--- src/rtl/mpe_pkg.sv ---
// Shared constants and types for the mouse packet encoder.
// Assumes a fixed five-byte frame and 8-bit queue entries.
package mpe_pkg;
    typedef logic [7:0] byte_t;
    localparam int    PKT_BYTES = 5;
    localparam int    IDX_W     = $clog2(PKT_BYTES);
    localparam byte_t HDR_BASE  = 8'h87;
    localparam int    MOT_LIM   = 127;
endpackage

--- src/rtl/mpe_motion_clamp.sv ---
// Turns a signed motion step into one frame byte.
// Optionally negates the step first, then clamps it to +/-MOT_LIM.
// Assumes W >= 8. The sign-extended intermediate keeps the negation of the most negative value exact.
module mpe_motion_clamp
    import mpe_pkg::*;
#(
    parameter int W = 16
) (
    input  logic signed [W-1:0] step_in,
    input  logic                negate,
    output byte_t               step_byte
);
    localparam logic signed [W:0] POS_LIM = (W+1)'(MOT_LIM);
    localparam logic signed [W:0] NEG_LIM = -POS_LIM;

    logic signed [W:0] ext;

    // Widen the step, negate if needed, and clamp it to the byte range.
    always_comb begin
        ext = negate ? -{step_in[W-1], step_in} : {step_in[W-1], step_in};
        if (ext > POS_LIM)      step_byte = POS_LIM[7:0];
        else if (ext < NEG_LIM) step_byte = NEG_LIM[7:0];
        else                    step_byte = ext[7:0];
    end
endmodule

--- src/rtl/mpe_pkt_seq.sv ---
// Frame sequencer. When idle it accepts a strobe and latches the five frame bytes.
// It then presents one byte per cycle for five cycles, with busy high the whole time.
// Assumes the downstream queue takes or drops each byte in its presentation cycle.
module mpe_pkt_seq
    import mpe_pkg::*;
(
    input  logic  clk,
    input  logic  rst_n,
    input  logic  flush,
    input  logic  start,
    input  byte_t hdr_byte,
    input  byte_t x_byte,
    input  byte_t y_byte,
    output logic  busy,
    output logic  push_vld,
    output byte_t push_data
);
    byte_t              frame [PKT_BYTES];
    logic [IDX_W-1:0]   idx;

    // Control: start on a strobe when idle, step the index, stop after the last byte.
    always_ff @(posedge clk) begin
        if (!rst_n || flush) begin
            busy <= 1'b0;
            idx  <= '0;
        end else if (busy) begin
            if (idx == IDX_W'(PKT_BYTES - 1)) begin
                busy <= 1'b0;
                idx  <= '0;
            end else begin
                idx <= idx + 1'b1;
            end
        end else if (start) begin
            busy <= 1'b1;
            idx  <= '0;
        end
    end

    // Data: latch the frame contents on an accepted strobe. Trailing bytes are zero.
    always_ff @(posedge clk) begin
        if (!busy && start) begin
            frame[0] <= hdr_byte;
            frame[1] <= x_byte;
            frame[2] <= y_byte;
            for (int k = 3; k < PKT_BYTES; k++) frame[k] <= '0;
        end
    end

    assign push_vld  = busy;
    assign push_data = frame[idx];
endmodule

--- src/rtl/mpe_byte_fifo.sv ---
// Circular byte queue with separate read and write pointers and an occupancy count.
// A push into a full queue is dropped, and a pop of an empty queue does nothing.
// Fullness is judged on the count before any same-cycle pop.
// Raises a one-cycle interrupt pulse after a stored byte, or after a pop that leaves data.
module mpe_byte_fifo
    import mpe_pkg::*;
#(
    parameter int DEPTH = 256,
    parameter int AW    = (DEPTH > 1) ? $clog2(DEPTH) : 1,
    parameter int CW    = $clog2(DEPTH + 1)
) (
    input  logic          clk,
    input  logic          rst_n,
    input  logic          flush,
    input  logic          push,
    input  byte_t         wdata,
    input  logic          pop,
    output byte_t         rdata,
    output logic [CW-1:0] fill,
    output logic          irq_pulse
);
    byte_t          mem [DEPTH];
    logic [AW-1:0]  wptr, rptr;
    logic           push_ok, pop_ok;

    assign push_ok = push && (fill != CW'(DEPTH));
    assign pop_ok  = pop  && (fill != '0);
    assign rdata   = (fill != '0) ? mem[rptr] : '0;

    // Pointers, count and interrupt pulse.
    always_ff @(posedge clk) begin
        if (!rst_n || flush) begin
            wptr      <= '0;
            rptr      <= '0;
            fill      <= '0;
            irq_pulse <= 1'b0;
        end else begin
            if (push_ok) wptr <= (wptr == AW'(DEPTH - 1)) ? '0 : wptr + 1'b1;
            if (pop_ok)  rptr <= (rptr == AW'(DEPTH - 1)) ? '0 : rptr + 1'b1;
            fill      <= fill + CW'(push_ok) - CW'(pop_ok);
            irq_pulse <= push_ok || (pop_ok && (fill > CW'(1)));
        end
    end

    // Storage write. The array has no reset; entries are read only when valid.
    always_ff @(posedge clk) begin
        if (push_ok) mem[wptr] <= wdata;
    end
endmodule

--- src/rtl/mouse_pkt_enc.sv ---
// Top of the serial mouse packet encoder.
// Builds the header and the clamped motion bytes, runs the frame sequencer and feeds the receive queue.
// Assumes MW >= 8. All inputs are synchronous to clk.
module mouse_pkt_enc
    import mpe_pkg::*;
#(
    parameter int DEPTH = 256,
    parameter int MW    = 16,
    localparam int CW   = $clog2(DEPTH + 1)
) (
    input  logic          clk,
    input  logic          rst_n,
    input  logic          chan_rst,
    input  logic          evt_valid,
    input  logic [MW-1:0] evt_dx,
    input  logic [MW-1:0] evt_dy,
    input  logic          btn_left,
    input  logic          btn_mid,
    input  logic          btn_right,
    output logic          busy,
    input  logic          rd_pop,
    output logic [7:0]    rd_data,
    output logic          rx_avail,
    output logic          rx_irq
);
    byte_t          hdr_byte;
    byte_t          axis_byte [2];
    logic           push_vld;
    byte_t          push_data;
    logic [CW-1:0]  fill_lvl;

    // Header: each pressed button clears its bit in the base value.
    always_comb hdr_byte = HDR_BASE & ~{5'b0, btn_left, btn_mid, btn_right};

    // One clamp per axis. The vertical axis (index 1) is negated.
    for (genvar a = 0; a < 2; a++) begin : g_axis
        mpe_motion_clamp #(.W(MW)) u_clamp (
            .step_in   ((a == 0) ? evt_dx : evt_dy),
            .negate    (a == 1),
            .step_byte (axis_byte[a])
        );
    end

    mpe_pkt_seq u_seq (
        .clk       (clk),
        .rst_n     (rst_n),
        .flush     (chan_rst),
        .start     (evt_valid),
        .hdr_byte  (hdr_byte),
        .x_byte    (axis_byte[0]),
        .y_byte    (axis_byte[1]),
        .busy      (busy),
        .push_vld  (push_vld),
        .push_data (push_data)
    );

    mpe_byte_fifo #(.DEPTH(DEPTH)) u_fifo (
        .clk       (clk),
        .rst_n     (rst_n),
        .flush     (chan_rst),
        .push      (push_vld),
        .wdata     (push_data),
        .pop       (rd_pop),
        .rdata     (rd_data),
        .fill      (fill_lvl),
        .irq_pulse (rx_irq)
    );

    assign rx_avail = (fill_lvl != '0);
endmodule

--- config.mk ---
export PLATFORM = sky130hd
export DESIGN_NAME = mouse_pkt_enc
export DESIGN_NICKNAME = d
export VERILOG_FILES = /design/src/rtl/mpe_pkg.sv /design/src/rtl/mpe_motion_clamp.sv /design/src/rtl/mpe_pkt_seq.sv /design/src/rtl/mpe_byte_fifo.sv /design/src/rtl/mouse_pkt_enc.sv
export SDC_FILE = /design/constraint.sdc
export NUM_CORES = 2
export LEC_CHECK = 0
export BUFFER_PORTS_ARGS = -buffer_cell sky130_fd_sc_hd__buf_4
export CAP_MARGIN = 30
export CORE_UTILIZATION = 60
export CTS_BUF_LIST = sky130_fd_sc_hd__clkbuf_16
export CTS_CLUSTER_SIZE = 16
export DETAILED_ROUTE_END_ITERATION = 8
export GPL_TIMING_DRIVEN = 0
export PLACE_DENSITY = 0.86
export SLEW_MARGIN = 20
export SYNTH_ARGS = -nofsm -noshare
export SYNTH_HDL_FRONTEND = slang
export SYNTH_HIERARCHICAL = 1
export SYNTH_SLANG_ARGS = --single-unit
export TNS_END_PERCENT = 30
--- constraint.sdc ---
create_clock -name clk -period 21.5 [get_ports clk]
set_input_delay 4.3 -clock clk [delete_from_list [all_inputs] [get_ports clk]]
set_output_delay 4.3 -clock clk [all_outputs]
set_load 0.05 [all_outputs]
# ---- Word level (Yosys, flattened, before mapping)
# Memories as Yosys holds them, arrays and structs flattened. A register that Yosys moved wholly into a read port is not among the register bits.
# Cells that the tools add are included.
dict set report totals {
  output_inout_bits 11
  n_memories 2
  mem_bits_rw 2088
  word_cells 55
  register_bits 30
  input_bits 40
}
dict set report op_classes {
  reduce_logical 10
  addsub 6
  n_mux 21
  n_lt_le_gt_ge 5
  bitwise 1
  eq_ne 4
}
# name depth width rd rd_clocked_by_memory_dff write_ports line
set memory_table {}
lappend memory_table {u_fifo.mem 256 8 1 1 1 mpe_byte_fifo.sv:22} ;# byte_t mem [DEPTH];
lappend memory_table {u_seq.frame 5 8 1 1 5 mpe_pkt_seq.sv:18} ;# byte_t frame [PKT_BYTES];
# op n
set op_table {}
lappend op_table {{$mux W8} 9}
lappend op_table {{$gt A17 B8 Y1 const B} 1}
lappend op_table {{$lt A17 B8 Y1 const B} 1}
lappend op_table {{$neg A17 Y17} 1}
lappend op_table {{$add A8 B1 Y8 const B} 2}
lappend op_table {{$eq A8 B8 Y1 const B} 2}
lappend op_table {{$gt A16 B8 Y1 const B} 1}
lappend op_table {{$lt A16 B8 Y1 const B} 1}
lappend op_table {{$mux W3} 5}
lappend op_table {{$add A9 B1 Y9} 1}
lappend op_table {{$gt A9 B1 Y1 const B} 1}
lappend op_table {{$ne A9 B9 Y1 const B} 1}
lappend op_table {{$reduce_bool A9 Y1} 1}
lappend op_table {{$sub A9 B1 Y9} 1}
lappend op_table {{$not A3 Y8} 1}
lappend op_table {{$mux W1} 7}
lappend op_table {{$logic_and A1 B1 Y1} 4}
lappend op_table {{$add A3 B1 Y3 const B} 1}
lappend op_table {{$eq A3 B3 Y1 const B} 1}
lappend op_table {{$logic_not A1 Y1} 2}
lappend op_table {{$logic_or A1 B1 Y1} 2}
lappend op_table {{$reduce_bool A2 Y1} 1}

# ---- Depth between registers and ports, before layout
dict set report logic_depth {
  ltp_word 5
  ltp_mapped 17
  ltp_nobuf 17
}

# ---- Cells and area by module
# Netlist, hierarchy kept.
# module instances area_each_um2 cells_each
set by_module_without_submodules {}
lappend by_module_without_submodules {mpe_byte_fifo 1 81657.1 4218}
lappend by_module_without_submodules {mpe_pkt_seq 1 1345.0 88}
lappend by_module_without_submodules {{mpe_motion_clamp at g_axis[0].u_clamp} 1 754.5 115}
lappend by_module_without_submodules {{mpe_motion_clamp at g_axis[1].u_clamp} 1 706.9 102}
lappend by_module_without_submodules {mouse_pkt_enc 1 38.8 9}

# ---- Worst setup path before layout
# OpenSTA, ideal clock, no wires.
dict set report synth_timing {
  path_kind {register -> output}
  start {register (tool-made name)}
  end {output rd_data[3]}
  path_stages_with_launch 12
  arrival_ns 3.496
  path_slack_ns 13.704
  required_time_ns 17.200
  cell_sequence {dfxtp_1 buf_4 nand2b_1 buf_2 buf_2 clkbuf_1 buf_1 o22ai_1 nor2_1 a2111oi_0 nand4b_1 nor4_1}
}
# element line
set synth_lines {}
lappend synth_lines {{end, declared} mouse_pkt_enc.sv:22} ;# output logic [7:0] rd_data,

==> flow_summary_export.csv <==
group,metric,value,unit
drt,vias,51875,
sta,drv_slew,0,
drt,drc,1,
clock_tree,htreeDepth,4,
logic_synthesis,yosys-top-cells-area,"edfxtp_1 (74%), mux4_2 (9.3%), mux2i_1 (3.6%), nor2_1 (1.6%), dfxtp_1 (0.97%)",
clock_tree,cts_tree,"done",
final_layout,ff_latch_area,0.0630,mm^2
status,status,"finished, violations left",
setup_path,arrival,6.49,ns
placed_design,portBuffers,45,
clock_tree,clock-sinks,2113,
setup_path,worstSetupStartpointType,"flop",
die,coreArea,0.140,mm^2
global_route,antenna_found_initial,15,
die,rows,137,
clock_tree,cts_made_buffers,197,
clock_tree,insertion_delay,0.86,ns
sta,skew,0.0295,ns
die,start_util,60.5,%
clock_tree,cts_setup_buffers,0,
drt,ant_nets,0,
final_layout,fillers,8254,
status,failed_checks,"DRC",
sta,fin_crit_sh,50.2,%
placed_design,dp_hpwl,186000,um
logic_synthesis,yosys.area.top_type,"edfxtp_1",
clock_tree,cts_max_path_buffers,3,
logic_synthesis,yosys_most_used_dff,"edfxtp_1",
global_route,track_usage,39.7,%
final_layout,nNetsFinal,4988,
logic_synthesis,synth_common_cells,"edfxtp_1 (2072), nor2_1 (364), mux4_2 (348)",
setup_path,crit_required,17.20,ns
logic_synthesis,synth.distinct_cells,92,
sta,rsz0062_at_grt,"false",
final_layout,drive_gt1_share,20.6,%
logic_synthesis,async_reset_ff_share,0,%
setup_path,slowest_stage,"nor4_1",
logic_synthesis,synth.avg_cell_area,18.6,um^2
logic_synthesis,yosysMostFrequentCell,"edfxtp_1",
logic_synthesis,syn_inst,4532,
clock_tree,cts_hold_buf,0,
power_and_ir_drop,p_leak,29.5,nW
logic_synthesis,synth_edf_count,2072,
global_route,grt_pass1_vias,50133,
global_route,gr-total-overflow,0,
job,cap_violations,0,
clock_tree,cts.clk_slew.worst_paths,0.06,ns
sta,hold_viol_final,0,
setup_path,cp_cell_sequence,"buf_4 > buf_2 > buf_4 > buf_2 > buf_2 > mux4_2 > a22oi_1 > a2bb2oi_1 > nand4_1 > nor4_1 > buf_4",
power_and_ir_drop,finalPower,0.00921,W
die,ioPinCount,51,
drt,drt_first_pass_iters,9,
final_layout,fin_util,68.3,%
sta,setup_viol,0,
drt,first_iter_violations,10211,
logic_synthesis,yosysSeqAreaShare,74.6,%
setup_path,path_max_fanout,11,
logic_synthesis,ys_warn_count,6,
logic_synthesis,ys_seq_elements,2113,
setup_path,criticalPathCategory,"flop to output port",
sta,finalCriticalPeriod,10.79,ns
sta,worst_slew_pin_slew,1.26,ns
sta,clock.fmax,92.7,MHz
sta,relSlewSlack,15.6,%
placed_design,gp_congestion,1.09,
logic_synthesis,yosysTopAreaCellShare,73.6,%
die,fp.dieH,377,um
global_route,grt_pass1_wl,384000,um
drt,routed_via_density,7.43,
power_and_ir_drop,peakVddDrop,0.0709,mV
final_layout,multiInputGateArea,0.0198,mm^2
placed_design,placedInstanceArea,0.0890,mm^2
logic_synthesis,synth_area,0.0845,mm^2
clock_tree,post_cts_resized,0,
final_layout,design_area,0.0954,mm^2
die,die_width,377,um
final_layout,area_growth,12.9,%
power_and_ir_drop,power.density,96.5,mW/mm^2
die,dieArea,0.142,mm^2
setup_path,slowest_delay,0.88,ns
setup_path,endpoint_kind,"output port",
global_route,grt_max_degree,25,
clock_tree,cts_root_buf,"clkbuf_16",
worst_hold_path,hp-class,"flop to flop",
drt,wl,280000,um
sta,tns,0,ns
drt,wl_per_cell,40.2,um
==> kinds of logic after synthesis <==
logic type / count (synthesis) / share of synthesized area, %
AND/OR/NAND/NOR: 776 / 4.35
adder cells (fa/ha/maj): 25 / 0.379
flip-flops: 2113 / 74.6
multiplexers: 672 / 13.1
XOR/XNOR: 30 / 0.311
buffers and inverters: 306 / 2.06
AO/OA/AOI/OAI: 608 / 5.15
other: 2 / 0.00889
==> metrics by stage <==
stage	setup slack [ns]	instances	hold WS (ns)
2_1_floorplan	13.70	4537	0.470
3_5_place_dp	12.20	6591	0.496
5_1_grt	11.05	6970	0.536
3_3_place_gp	6.85	6458	0.483
4_1_cts	11.20	6958	0.506
6_report	10.71	6980	0.508
==> path summary, 6_finish.rpt <==
kind                   from                 end  slack, ns  cells after the start
min          u_fifo/rptr[1]                flop       0.51                      2
min reg2reg  u_fifo/rptr[1]                flop       0.51                      2
max reg2reg  u_fifo/fill[6]  u_fifo/mem[215][3]      16.86                      9
max                    flop          rd_data[3]      10.71                     11
==> area by class of cell <==
cell class / instances / share of cell area [%]
clock inverters: 169 / 1.41
inverters: 36 / 0.142
flip-flops and latches: 2113 / 66.1
diodes: 13 / 0.0341
well taps: 1876 / 2.46
repair buffers: 187 / 2.20
plain buffers: 270 / 1.72
multi-input cells: 2118 / 20.8
clock buffers: 198 / 5.19
==> state kept, by name, indices dropped and copies added (netlist names), named ones only <==
name	cells
u_fifo/irq_pulse	1
u_seq/frame	24
u_fifo/rptr	8
u_fifo/wptr	8
u_seq/idx	3
u_seq/busy	1
u_fifo/fill	9
u_fifo/mem	2048
==> power by group <==
part,internal (W),total [W],switching (W)
clock network,0.00188,0.00344,0.00156
registers,0.00455,0.00456,0.00000856
logic,0.000421,0.00121,0.000791
total,0.00685,0.00921,0.00236
==> layer usage <==
| layer | wire length (um) | part of all wire (%) | vias to the layer above | GRT usage (%) |
|---|---|---|---|---|
| met1 | 84200 | 30 | 25497 | 47.1 |
| met2 | 121000 | 43 | 5557 | 57.8 |
| met5 | 238 | 0.085 | - | 0.617 |
| li1 | - | - | 19327 | - |
| met3 | 46000 | 16 | 1480 | 15.8 |
| met4 | 28800 | 10 | 14 | 31.5 |
==> layout by cell type (no fill, tap or decap), types with 26 or more instances in the layout <==
cell type,instances
a211oi_1,36
a21oi_1,93
a22o_1,26
a22oi_1,38
buf_2,48
buf_4,85
buf_6,127
buf_8,54
clkbuf_1,87
clkbuf_16,198
clkbuf_2,28
clkinv_1,47
clkinv_2,42
dfxtp_1,41
edfxtp_1,2072
inv_1,70
mux2i_1,303
mux4_2,348
nand2_1,118
nand3_1,37
nor2_1,364
nor3_1,71
o21ai_0,72
o221ai_1,65
o22ai_1,109
==> worst max-delay path, delay by kind of cell (launching register included) <==
| kind | cells | cell delay (ns) |
|---|---|---|
| buffers and inverters | 6 | 2.92 |
| AND/OR/NAND/NOR | 2 | 1.24 |
| flip-flops | 1 | 0.31 |
| multiplexers | 1 | 0.36 |
| AO/OA/AOI/OAI | 2 | 0.76 |
Note: power is estimated with default switching activity, not from simulation.
